<file path="config.mk">
export PLATFORM = sky130hd
export DESIGN_NAME = clkSquashChain
export DESIGN_NICKNAME = d
export VERILOG_FILES = /design/src/rtl/sqChainPkg.sv /design/src/rtl/sqCtrl.sv /design/src/rtl/sqPath.sv /design/src/rtl/clkSquashChain.sv
export SDC_FILE = /design/constraint.sdc
export NUM_CORES = 1
export LEC_CHECK = 0
export BUFFER_PORTS_ARGS = -buffer_cell sky130_fd_sc_hd__buf_2
export CORE_ASPECT_RATIO = 0.6
export CORE_MARGIN = 4
export CORE_UTILIZATION = 55
export DETAILED_ROUTE_END_ITERATION = 10
export PLACE_DENSITY = 0.84
export SLEW_MARGIN = 15
export SYNTH_ARGS = -nofsm -noshare
export SYNTH_HDL_FRONTEND = slang
export SYNTH_SLANG_ARGS = --single-unit
</file>
<file path="constraint.sdc">
create_clock -name clk -period 4.7 [get_ports clk]
set_input_delay 0.235 -clock clk [delete_from_list [all_inputs] [get_ports clk]]
set_output_delay 0.235 -clock clk [all_outputs]
set_load 0.1 [all_outputs]
</file>
<file path="src/rtl/sqChainPkg.sv">
package sqChainPkg;

  localparam int SQ_WAVE_W = 16;
  localparam int SQ_LEN_W  = $clog2(SQ_WAVE_W + 1);
  localparam int SQ_PTR_W  = $clog2(SQ_WAVE_W);

  typedef enum logic [1:0] {
    DIV_ONE     = 2'b00,
    DIV_ONEHALF = 2'b01,
    DIV_TWO     = 2'b10,
    DIV_RSVD    = 2'b11
  } divSel_e;

  // Strobes passed from control to datapath each cycle
  typedef struct packed {
    logic                divEn;
    logic                load;
    logic [SQ_PTR_W-1:0] ptr;
    logic [SQ_LEN_W-1:0] len;
  } sqStrobe_t;

  function automatic logic [SQ_LEN_W-1:0] clampLen(input logic [SQ_LEN_W-1:0] raw);
    if (raw == '0 || raw > SQ_LEN_W'(SQ_WAVE_W)) return SQ_LEN_W'(SQ_WAVE_W);
    return raw;
  endfunction

  function automatic logic [1:0] divPeriod(input divSel_e sel);
    case (sel)
      DIV_ONEHALF: return 2'd3;
      DIV_TWO:     return 2'd2;
      default:     return 2'd1;
    endcase
  endfunction

  function automatic logic divPulse(input divSel_e sel, input logic [1:0] ph);
    case (sel)
      DIV_ONEHALF: return ph != 2'd2;
      DIV_TWO:     return ph == 2'd0;
      default:     return 1'b1;
    endcase
  endfunction

endpackage

</file>
<file path="src/rtl/sqCtrl.sv">
module sqCtrl
  import sqChainPkg::*;
#(
  parameter int WAVE_W = SQ_WAVE_W,
  parameter int LEN_W  = SQ_LEN_W,
  parameter int PTR_W  = SQ_PTR_W
) (
  input  logic             clk,
  input  logic             rstN,
  input  logic [1:0]       divSelIn,
  input  logic [LEN_W-1:0] waveLenIn,
  input  logic             divBypass,
  output sqStrobe_t        strobe
);

  divSel_e          divSelQ;
  divSel_e          divSelNext;
  logic [1:0]       phQ;
  logic [1:0]       phNext;
  logic [2:0]       phInc;
  logic [PTR_W-1:0] ptrQ;
  logic [PTR_W-1:0] ptrNext;
  logic [LEN_W-1:0] lenQ;
  logic             divEn;
  logic             ptrLast;
  logic             load;

  // Divider stage
  assign divEn = divBypass | divPulse(divSelQ, phQ);

  // Pattern position and the wrap-time load
  assign ptrLast = ({1'b0, ptrQ} == (lenQ - LEN_W'(1)));
  assign load    = divEn & ptrLast;

  always_comb begin
    divSelNext = load ? divSel_e'(divSelIn) : divSelQ;
    phInc      = {1'b0, phQ} + 3'd1;
    phNext     = (phInc >= {1'b0, divPeriod(divSelNext)}) ? 2'd0 : phInc[1:0];
    if (!divEn)       ptrNext = ptrQ;
    else if (ptrLast) ptrNext = '0;
    else              ptrNext = ptrQ + PTR_W'(1);
  end

  always_ff @(posedge clk or negedge rstN) begin
    if (!rstN) begin
      divSelQ <= DIV_ONE;
      phQ     <= 2'd0;
      ptrQ    <= '0;
      lenQ    <= LEN_W'(1);
    end else begin
      divSelQ <= divSelNext;
      phQ     <= phNext;
      ptrQ    <= ptrNext;
      if (load) lenQ <= clampLen(waveLenIn);
    end
  end

  always_comb begin
    strobe.divEn = divEn;
    strobe.load  = load;
    strobe.ptr   = ptrQ;
    strobe.len   = lenQ;
  end

  // pointer never reaches the active length
  p_ptr_in_len_r5: assert property (@(posedge clk) disable iff (!rstN)
    {1'b0, ptrQ} < lenQ);

  // a load restarts the pattern from its first bit
  p_wrap_restart_r6: assert property (@(posedge clk) disable iff (!rstN)
    load |=> (ptrQ == '0));

  // divide-by-two leaves a gap after each pulse
  p_div_two_gap_r2: assert property (@(posedge clk) disable iff (!rstN)
    (!divBypass && divSelQ == DIV_TWO && divEn && !load) |=> (divBypass || !divEn));

  // divide-by-1.5 never leaves two gaps in a row
  p_onehalf_gap_r2: assert property (@(posedge clk) disable iff (!rstN)
    (!divBypass && divSelQ == DIV_ONEHALF && !divEn) |=> divEn);

endmodule

</file>
<file path="src/rtl/sqPath.sv">
module sqPath
  import sqChainPkg::*;
#(
  parameter int WAVE_W = SQ_WAVE_W,
  parameter int LEN_W  = SQ_LEN_W,
  parameter int PTR_W  = SQ_PTR_W
) (
  input  logic              clk,
  input  logic              rstN,
  input  sqStrobe_t         strobe,
  input  logic [WAVE_W-1:0] waveIn,
  input  logic              sqBypass,
  output logic              sqEn,
  output logic              halfEn,
  output logic              clkOut,
  output logic              waveErr
);

  logic [WAVE_W-1:0] waveQ;
  logic [WAVE_W-1:0] useMask;
  logic [PTR_W-1:0]  bitIdx;
  logic              curBit;
  logic              togQ;

  // Top 'len' bits of the pattern are in use
  for (genvar i = 0; i < WAVE_W; i++) begin : g_mask
    assign useMask[WAVE_W-1-i] = (strobe.len > LEN_W'(i));
  end

  assign bitIdx  = PTR_W'(WAVE_W - 1) - strobe.ptr;
  assign curBit  = waveQ[bitIdx];
  assign waveErr = ~|(waveQ & useMask);
  assign sqEn    = strobe.divEn & (sqBypass | waveErr | curBit);

  always_ff @(posedge clk or negedge rstN) begin
    if (!rstN) begin
      waveQ <= '1;
      togQ  <= 1'b0;
    end else begin
      if (strobe.load) waveQ <= waveIn;
      if (sqEn)        togQ  <= ~togQ;
    end
  end

  assign clkOut = togQ;
  assign halfEn = sqEn & togQ;

  // output flips after each surviving enable
  p_toggle_on_en_r9: assert property (@(posedge clk) disable iff (!rstN)
    sqEn |=> (clkOut != $past(clkOut)));

  // output holds when no enable survives
  p_hold_no_en_r9: assert property (@(posedge clk) disable iff (!rstN)
    !sqEn |=> $stable(clkOut));

  // halved-rate enable never fires back to back
  p_half_spaced_r9: assert property (@(posedge clk) disable iff (!rstN)
    halfEn |=> !halfEn);

  // pattern only changes on a wrap load
  p_wave_hold_r6: assert property (@(posedge clk) disable iff (!rstN)
    !strobe.load |=> $stable(waveQ));

endmodule

</file>
<file path="src/rtl/clkSquashChain.sv">
module clkSquashChain
  import sqChainPkg::*;
#(
  parameter int WAVE_W = SQ_WAVE_W,
  parameter int LEN_W  = SQ_LEN_W,
  parameter int PTR_W  = SQ_PTR_W
) (
  input  logic              clk,
  input  logic              rstN,
  input  logic [1:0]        divSel,
  input  logic              divBypass,
  input  logic              sqBypass,
  input  logic [WAVE_W-1:0] waveBits,
  input  logic [LEN_W-1:0]  waveLen,
  output logic              divEn,
  output logic              sqEn,
  output logic              halfEn,
  output logic              clkOut,
  output logic              waveErr
);

  sqStrobe_t strobe;

  sqCtrl #(.WAVE_W(WAVE_W), .LEN_W(LEN_W), .PTR_W(PTR_W)) uCtrl (
    .clk       (clk),
    .rstN      (rstN),
    .divSelIn  (divSel),
    .waveLenIn (waveLen),
    .divBypass (divBypass),
    .strobe    (strobe)
  );

  sqPath #(.WAVE_W(WAVE_W), .LEN_W(LEN_W), .PTR_W(PTR_W)) uPath (
    .clk      (clk),
    .rstN     (rstN),
    .strobe   (strobe),
    .waveIn   (waveBits),
    .sqBypass (sqBypass),
    .sqEn     (sqEn),
    .halfEn   (halfEn),
    .clkOut   (clkOut),
    .waveErr  (waveErr)
  );

  assign divEn = strobe.divEn;

  // the squasher only removes enables, never adds them
  p_sq_subset_r4: assert property (@(posedge clk) disable iff (!rstN)
    sqEn |-> divEn);

  // squasher bypass passes every divider enable
  p_sq_bypass_r7: assert property (@(posedge clk) disable iff (!rstN)
    (sqBypass && divEn) |-> sqEn);

endmodule

</file>
Word-level counts from Yosys, hierarchy flattened
Index checks and enable logic that the tools add are counted.
Cells by class
  $add $sub $neg: 4
  multipliers: 0
  divide/modulo/power cells: 0
  order comparisons: 19
  equality and inequality tests: 6
  shift-type cells: 0
  mux-type cells: 11
  bitwise operators: 8
  reduce and logical (&&, ||, !) cells: 5
Operators with widths (count)
  > comparator 5 x 4 -> 1 bit (second input constant): 8
  > comparator 5 x 3 -> 1 bit (second input constant): 4
  AND 16 bit: 1
  OR reduction 16 bit: 1
  > comparator 5 x 1 -> 1 bit (second input constant): 2
  > comparator 5 x 2 -> 1 bit (second input constant): 2
  two-way mux 5 bit: 2
  equality test 4 x 5 -> 1 bit: 1
  > comparator 5 bit (second input constant): 1
  logical NOT 5 bit: 1
  < comparator 4 x 5 -> 1 bit (second input constant): 1
  subtractor 5 x 1 -> 5 bit (second input constant): 1
  adder 4 x 1 -> 4 bit (second input constant): 1
  binary-select mux 1 bit (select 4 bit): 1
  equality test 2 x 1 -> 1 bit (second input constant): 2
  equality test 2 bit (second input constant): 2
  two-way mux 2 bit: 2
  two-way mux 4 bit: 1
  one-hot mux 2 bit (2 select lines): 1
  subtractor 4 bit (first input constant): 1
  adder 2 x 1 -> 3 bit (second input constant): 1
  AND 1 bit: 3
  greater-or-equal comparator 3 x 2 -> 1 bit: 1
  two-way mux 1 bit: 3
  other kinds (7): 9
Word-level totals
  register bits after elaboration: 30
  latch bits: 0
  memory bits (writable): 0
  bits in read-only memories: 0
  input port bits: 27
  output and inout bits: 5
  word-level logic and storage cells: 59
  memories: 0

Depth between registers and ports, before layout
  depth after elaboration: 9
  depth in mapped cells: 15
  gate-level depth less buffers: 13

By module
A second synthesis with hierarchy kept.
Second synthesis, totals
  cells, all modules: 185
  area total of the unflattened synthesis: 2004.4 um2
By module, submodules not included
  sqPath: times used 1, cells each 89, area an instance 1082.3 um2
  sqCtrl: times used 1, cells each 96, area an instance 922.1 um2

Worst setup path after synthesis
Ideal clock, no wire load.
  path kind: reg-to-output
  start point: reg uCtrl.lenQ[1]
  end point: out halfEn
  arrival time: 3815 ps
  required time: 4465 ps
  slack: 650 ps
  cell stages (with the launch flop): 10
  buffers on the path: 1
  path through: dfrtp_1 -> clkbuf_1 -> inv_1 -> ha_1 -> nand3b_1 -> a21o_1 -> a21oi_1 -> o2111ai_1 -> o31ai_2 -> and2_1
On the way
  word-level cells in the longest chain between the ends: 8
  elaborated cells between the ends (all ways): 23
RTL lines
  from (decl): RTL line sqCtrl.sv:23  | logic [LEN_W-1:0] lenQ;
  from (signal assigned): RTL line sqCtrl.sv:54  | if (load) lenQ <= clampLen(waveLenIn);
  > comparator 5 x 4 -> 1 bit (tied with other cells): RTL line sqPath.sv:27  | assign useMask[WAVE_W-1-i] = (strobe.len > LEN_W'(i));
  AND 16 bit *: RTL line sqPath.sv:32  | assign waveErr = ~|(waveQ & useMask);
  OR reduction 16 bit *: RTL line sqPath.sv:32
  logical NOT 1 bit *: RTL line sqPath.sv:32
  OR 1 bit * (2 in a row): RTL line sqPath.sv:33  | assign sqEn = strobe.divEn & (sqBypass | waveErr | curBit);
  AND 1 bit *: RTL line sqPath.sv:33
  net sqEn: RTL line clkSquashChain.sv:16  | output logic sqEn,
  AND 1 bit *: RTL line sqPath.sv:46  | assign halfEn = sqEn & togQ;
  to (decl): RTL line clkSquashChain.sv:17  | output logic halfEn,
Mark *: on every way through the listed nets, which the timed path passes. The rest lies on a longest branch.

Final worst setup path
  start point: reg uCtrl.lenQ[0]
  end point: reg uCtrl.phQ[0]
On the way
  word-level cells in the longest chain between the ends: 8
  elaborated cells between the ends (all ways): 9
RTL lines
  subtractor 5 x 1 -> 5 bit *: RTL line sqCtrl.sv:32  | assign ptrLast = ({1'b0, ptrQ} == (lenQ - LEN_W'(1)));
  equality test 4 x 5 -> 1 bit *: RTL line sqCtrl.sv:32
  AND 1 bit *: RTL line sqCtrl.sv:33  | assign load = divEn & ptrLast;
  two-way mux 2 bit *: RTL line sqCtrl.sv:36  | divSelNext = load ? divSel_e'(divSelIn) : divSelQ;
  net uCtrl.divSelNext[1]: RTL line sqCtrl.sv:17  | divSel_e divSelNext;
  equality test 2 bit / equality test 2 x 1 -> 1 bit (equally long branches): RTL line sqChainPkg.sv:28  | case (sel)
  one-hot mux 2 bit (2 select lines) *: RTL line sqChainPkg.sv:28
  greater-or-equal comparator 3 x 2 -> 1 bit *: RTL line sqCtrl.sv:38  | phNext = (phInc >= {1'b0, divPeriod(divSelNext)}) ? 2'd0 : phInc[1:0];
  two-way mux 2 bit *: RTL line sqCtrl.sv:38
  net uCtrl.phNext[0]: RTL line sqCtrl.sv:19  | logic [1:0] phNext;
  to (signal assigned): RTL line sqCtrl.sv:52  | phQ <= phNext;
  to (decl): RTL line sqCtrl.sv:18  | logic [1:0] phQ;
Marks and branches as above.
A chain may end at the register's enable or synchronous reset.

==> flow_summary.json <==
{
  "holdWs_ps": -6.17,
  "drv_slew": 0,
  "stdcell_count": 264,
  "dpl.cell_count": 256,
  "path_class": "reg2reg",
  "fin_worst_skew_ps": 7.08,
  "cts_htree_levels": 2,
  "post-cts-setup-buffers": 0,
  "synthFlopType": "dfstp_2",
  "remaining_drc_errors": 0,
  "drive_above_1_share_pct": 37.0,
  "synthCells": 192,
  "worstSetupEndpointType": "register",
  "overflow": 0,
  "synth_seq_area_share_pct": 37.9,
  "grt_pass1_vias": 1475,
  "clock_power_share_pct": 41.0,
  "peakVddDrop_mv": 0.170,
  "dieArea_um2": 4770,
  "rsz0062_at_grt": "false",
  "seq_power_share_pct": 54.9,
  "io_buffers": 31,
  "grt_usage_pct": 20.5,
  "cts_tree": "yes",
  "worstSkewPairLatency_ps": 270,
  "cts.sink_count": 30,
  "startpoint_type": "register",
  "min_period_ps": 3540,
  "avgSynthCellArea_um2": 10.6,
  "relSlewSlack_pct": 55.3,
  "cts-resized-gates": 0,
  "io_pins": 32,
  "post_dp_cell_area_um2": 2160,
  "synth-compound-area-share_pct": 13.8,
  "synth.cell_area_um2": 2040,
  "hold_buffers": 0,
  "n_antenna_cell": 0,
  "arrival_ps": 3700,
  "dr.pass1.iters": 5,
  "p_int_mw": 0.371,
  "chipHeight_um": 55.1,
  "synth.area.mux_share_pct": 16.2,
  "drt_iter0_drc": 165,
  "nets": 259,
  "fin_crit_sh_pct": 75.3,
  "hold_viol": 10,
  "wl_um": 4350,
  "synthArstFlopShare_pct": 100,
  "grt_pass1_wl_um": 7350,
  "p_sw_mw": 0.101,
  "synth_cell_types": 48,
  "crit_required_ps": 4860,
  "p_per_area_nw_per_um2": 210,
  "synth_xor_area_share_pct": 3.32,
  "fillCellCount": 286,
  "synthAdderAreaFrac_pct": 8.97,
  "grt_max_degree": 31,
  "rows": 16,
  "status": "finished with violations",
  "leakagePower_nw": 0.997,
  "fmax_ghz": 0.283,
  "clockBufferDepth": 2,
  "cts.root.buffer_cell": "clkbuf_8",
  "cp_max_fo": 28,
  "die_w_um": 86.5,
  "antenna_found_initial": 0,
  "final_area_um2": 2240,
  "cts_made_buffers": 5,
  "place_congestion": 1.01,
  "path_clk_slew_ps": 70,
  "swShare_pct": 21.4,
  "finalPower_mw": 0.472,
  "synth_nets": 233,
  "yosys_warnings": 0,
  "syn_to_final_growth_pct": 10.3,
  "cap_violations": 0,
  "comb_power_share_pct": 4.2,
  "synth_top_family_by_area": "multiplexers",
  "yosys.area_share.simple_pct": 13.3,
  "tns_ps": 0,
  "ant_nets": 0,
  "wl_per_cell_um": 16.5,
  "hpwl_um": 3260,
  "tightest_slew_ps": 671,
  "hold_class": "in2async",
  "vias": 1522,
  "setup_viol": 0,
  "fp.coreArea_um2": 3400,
  "initial_core_util_pct": 59.8,
  "synth_edf_count": 0,
  "vias_per_cell": 5.77,
  "failed_checks": "negative hold slack",
  "ys_seq_elements": 30
}
worst paths after layout:
check | start | end | slack [ps] | depth (start not counted)
max | uCtrl.lenQ[0]$_DFFE_PN1N_ | uCtrl.phQ[0]$_DFF_PN0_ | 1160 | 10
min | rstN | uCtrl.divSelQ[0]$_DFF_PN0_ | -6 | 1
max reg2reg | uCtrl.lenQ[0]$_DFFE_PN1N_ | uCtrl.phQ[0]$_DFF_PN0_ | 1160 | 10
min reg2reg | uPath.clkOut$_DFFE_PN0P_ | uPath.clkOut$_DFFE_PN0P_ | 480 | 1
max in group asynchronous | rstN | uCtrl.lenQ[1]$_DFFE_PN0N_ | 4280 | 1
min in group clk | waveBits[2] | uPath.waveQ[2]$_DFFE_PN1N_ | 190 | 2
layout make-up:
class                      instances  area, um^2  share of cell area [%]
timing repair buffer              31         155                    6.91
clock inverter                     2        10.0                   0.446
sequential                        30         772                    34.4
clock buffer                       6        72.6                    3.23
inverter                          13        48.8                    2.17
tap                               45        56.3                    2.51
multi-input combinational        137        1130                    50.3
per-stage QoR:
stage	utilization [%]	setup slack, ps	hold WS (ps)
2_1_floorplan	-	650	-60.6
3_3_place_gp	63.5	1430	294
3_5_place_dp	63.5	1180	303
4_1_cts	66.0	1170	8.15
5_1_grt	66.0	946	36.9
6_report	66.0	1160	-6.17
state kept, by name (all words and copies together) (netlist names):
signal and flops:
uCtrl.divSelQ 2, uCtrl.lenQ 5, uCtrl.phQ 2, uCtrl.ptrQ 4, uPath.clkOut 1, uPath.waveQ 16
synth_stat cells, types with 3 or more instances:
master    number  area share [%]
o21ai_0       14             3.4
mux2_2         9             5.0
ha_1          13             8.0
nor3_1         4            0.98
nor2_1        12             2.2
mux2_4        10             7.4
a211oi_1       3             1.1
a21o_1         3             1.1
buf_2          4            0.98
xnor2_1        3             1.3
nand2_1       19             3.5
nand3_1        4            0.98
a21oi_1        5             1.2
clkbuf_1       4            0.74
a221oi_1       3             1.3
inv_1         13             2.4
dfstp_2       17              22
dfrtp_1       13              16
nand2b_1       4             1.2
mux4_2         3             3.3
cell families (layout without fill, tap and decap cells):
group	after synthesis	count (layout)
and+or+nand+nor	53	53
AOI/OAI and AO/OA	41	41
DFF	30	30
buffers and inverters	25	52
muxes	23	23
adders and majority gates	14	14
xor gates and xnor gates	6	6
routing by layer:
| metal | routed length (um) | part of all wire (%) | up-vias | global-route usage [%] |
|---|---|---|---|---|
| met1 | 2150 | 49 | 693 | 29.1 |
| met5 | 0 | 0 | - | 0 |
| met4 | 57 | 1.3 | 0 | 3.11 |
| li1 | - | - | 732 | - |
| met3 | 459 | 11 | 8 | 6.07 |
| met2 | 1680 | 39 | 89 | 31.9 |
cells in the final DEF, fill, tap and decap left out, types with 2 or more instances in the layout:
| master | count |
|---|---|
| buf_2 | 31 |
| nand2_1 | 19 |
| dfstp_2 | 17 |
| o21ai_0 | 14 |
| inv_1 | 13 |
| ha_1 | 13 |
| dfrtp_1 | 13 |
| nor2_1 | 12 |
| mux2_4 | 10 |
| mux2_2 | 9 |
| a21oi_1 | 5 |
| clkbuf_8 | 5 |
| nor3_1 | 4 |
| nand2b_1 | 4 |
| nand3_1 | 4 |
| a211oi_1 | 3 |
| xnor2_1 | 3 |
| a21o_1 | 3 |
| a221oi_1 | 3 |
| mux4_2 | 3 |
| xor2_1 | 2 |
| a311oi_1 | 2 |
| nand3b_1 | 2 |
| clkinv_2 | 2 |
critical path, cell delays in order (launching register included):
cell      delay, ps
dfstp_2         680
inv_1           120
ha_1            250
xor3_1          200
o32ai_1         120
and4_1          420
nand2_8         200
mux2_4          360
ha_1            310
fa_1            480
a311oi_1        290
power groups by stage:
stage | Clock [mW] | Combinational, mW | Sequential, mW
finish | 0.194 | 0.0196 | 0.259
global route | 0.209 | 0.0226 | 0.259
CTS | 0.197 | 0.0201 | 0.259
detailed placement | 0 | 0.0199 | 0.263
global placement | 0 | 0.0197 | 0.263
floorplan | 0 | 0.00335 | 0.263
No activity file was read; power rests on OpenSTA's default activity.
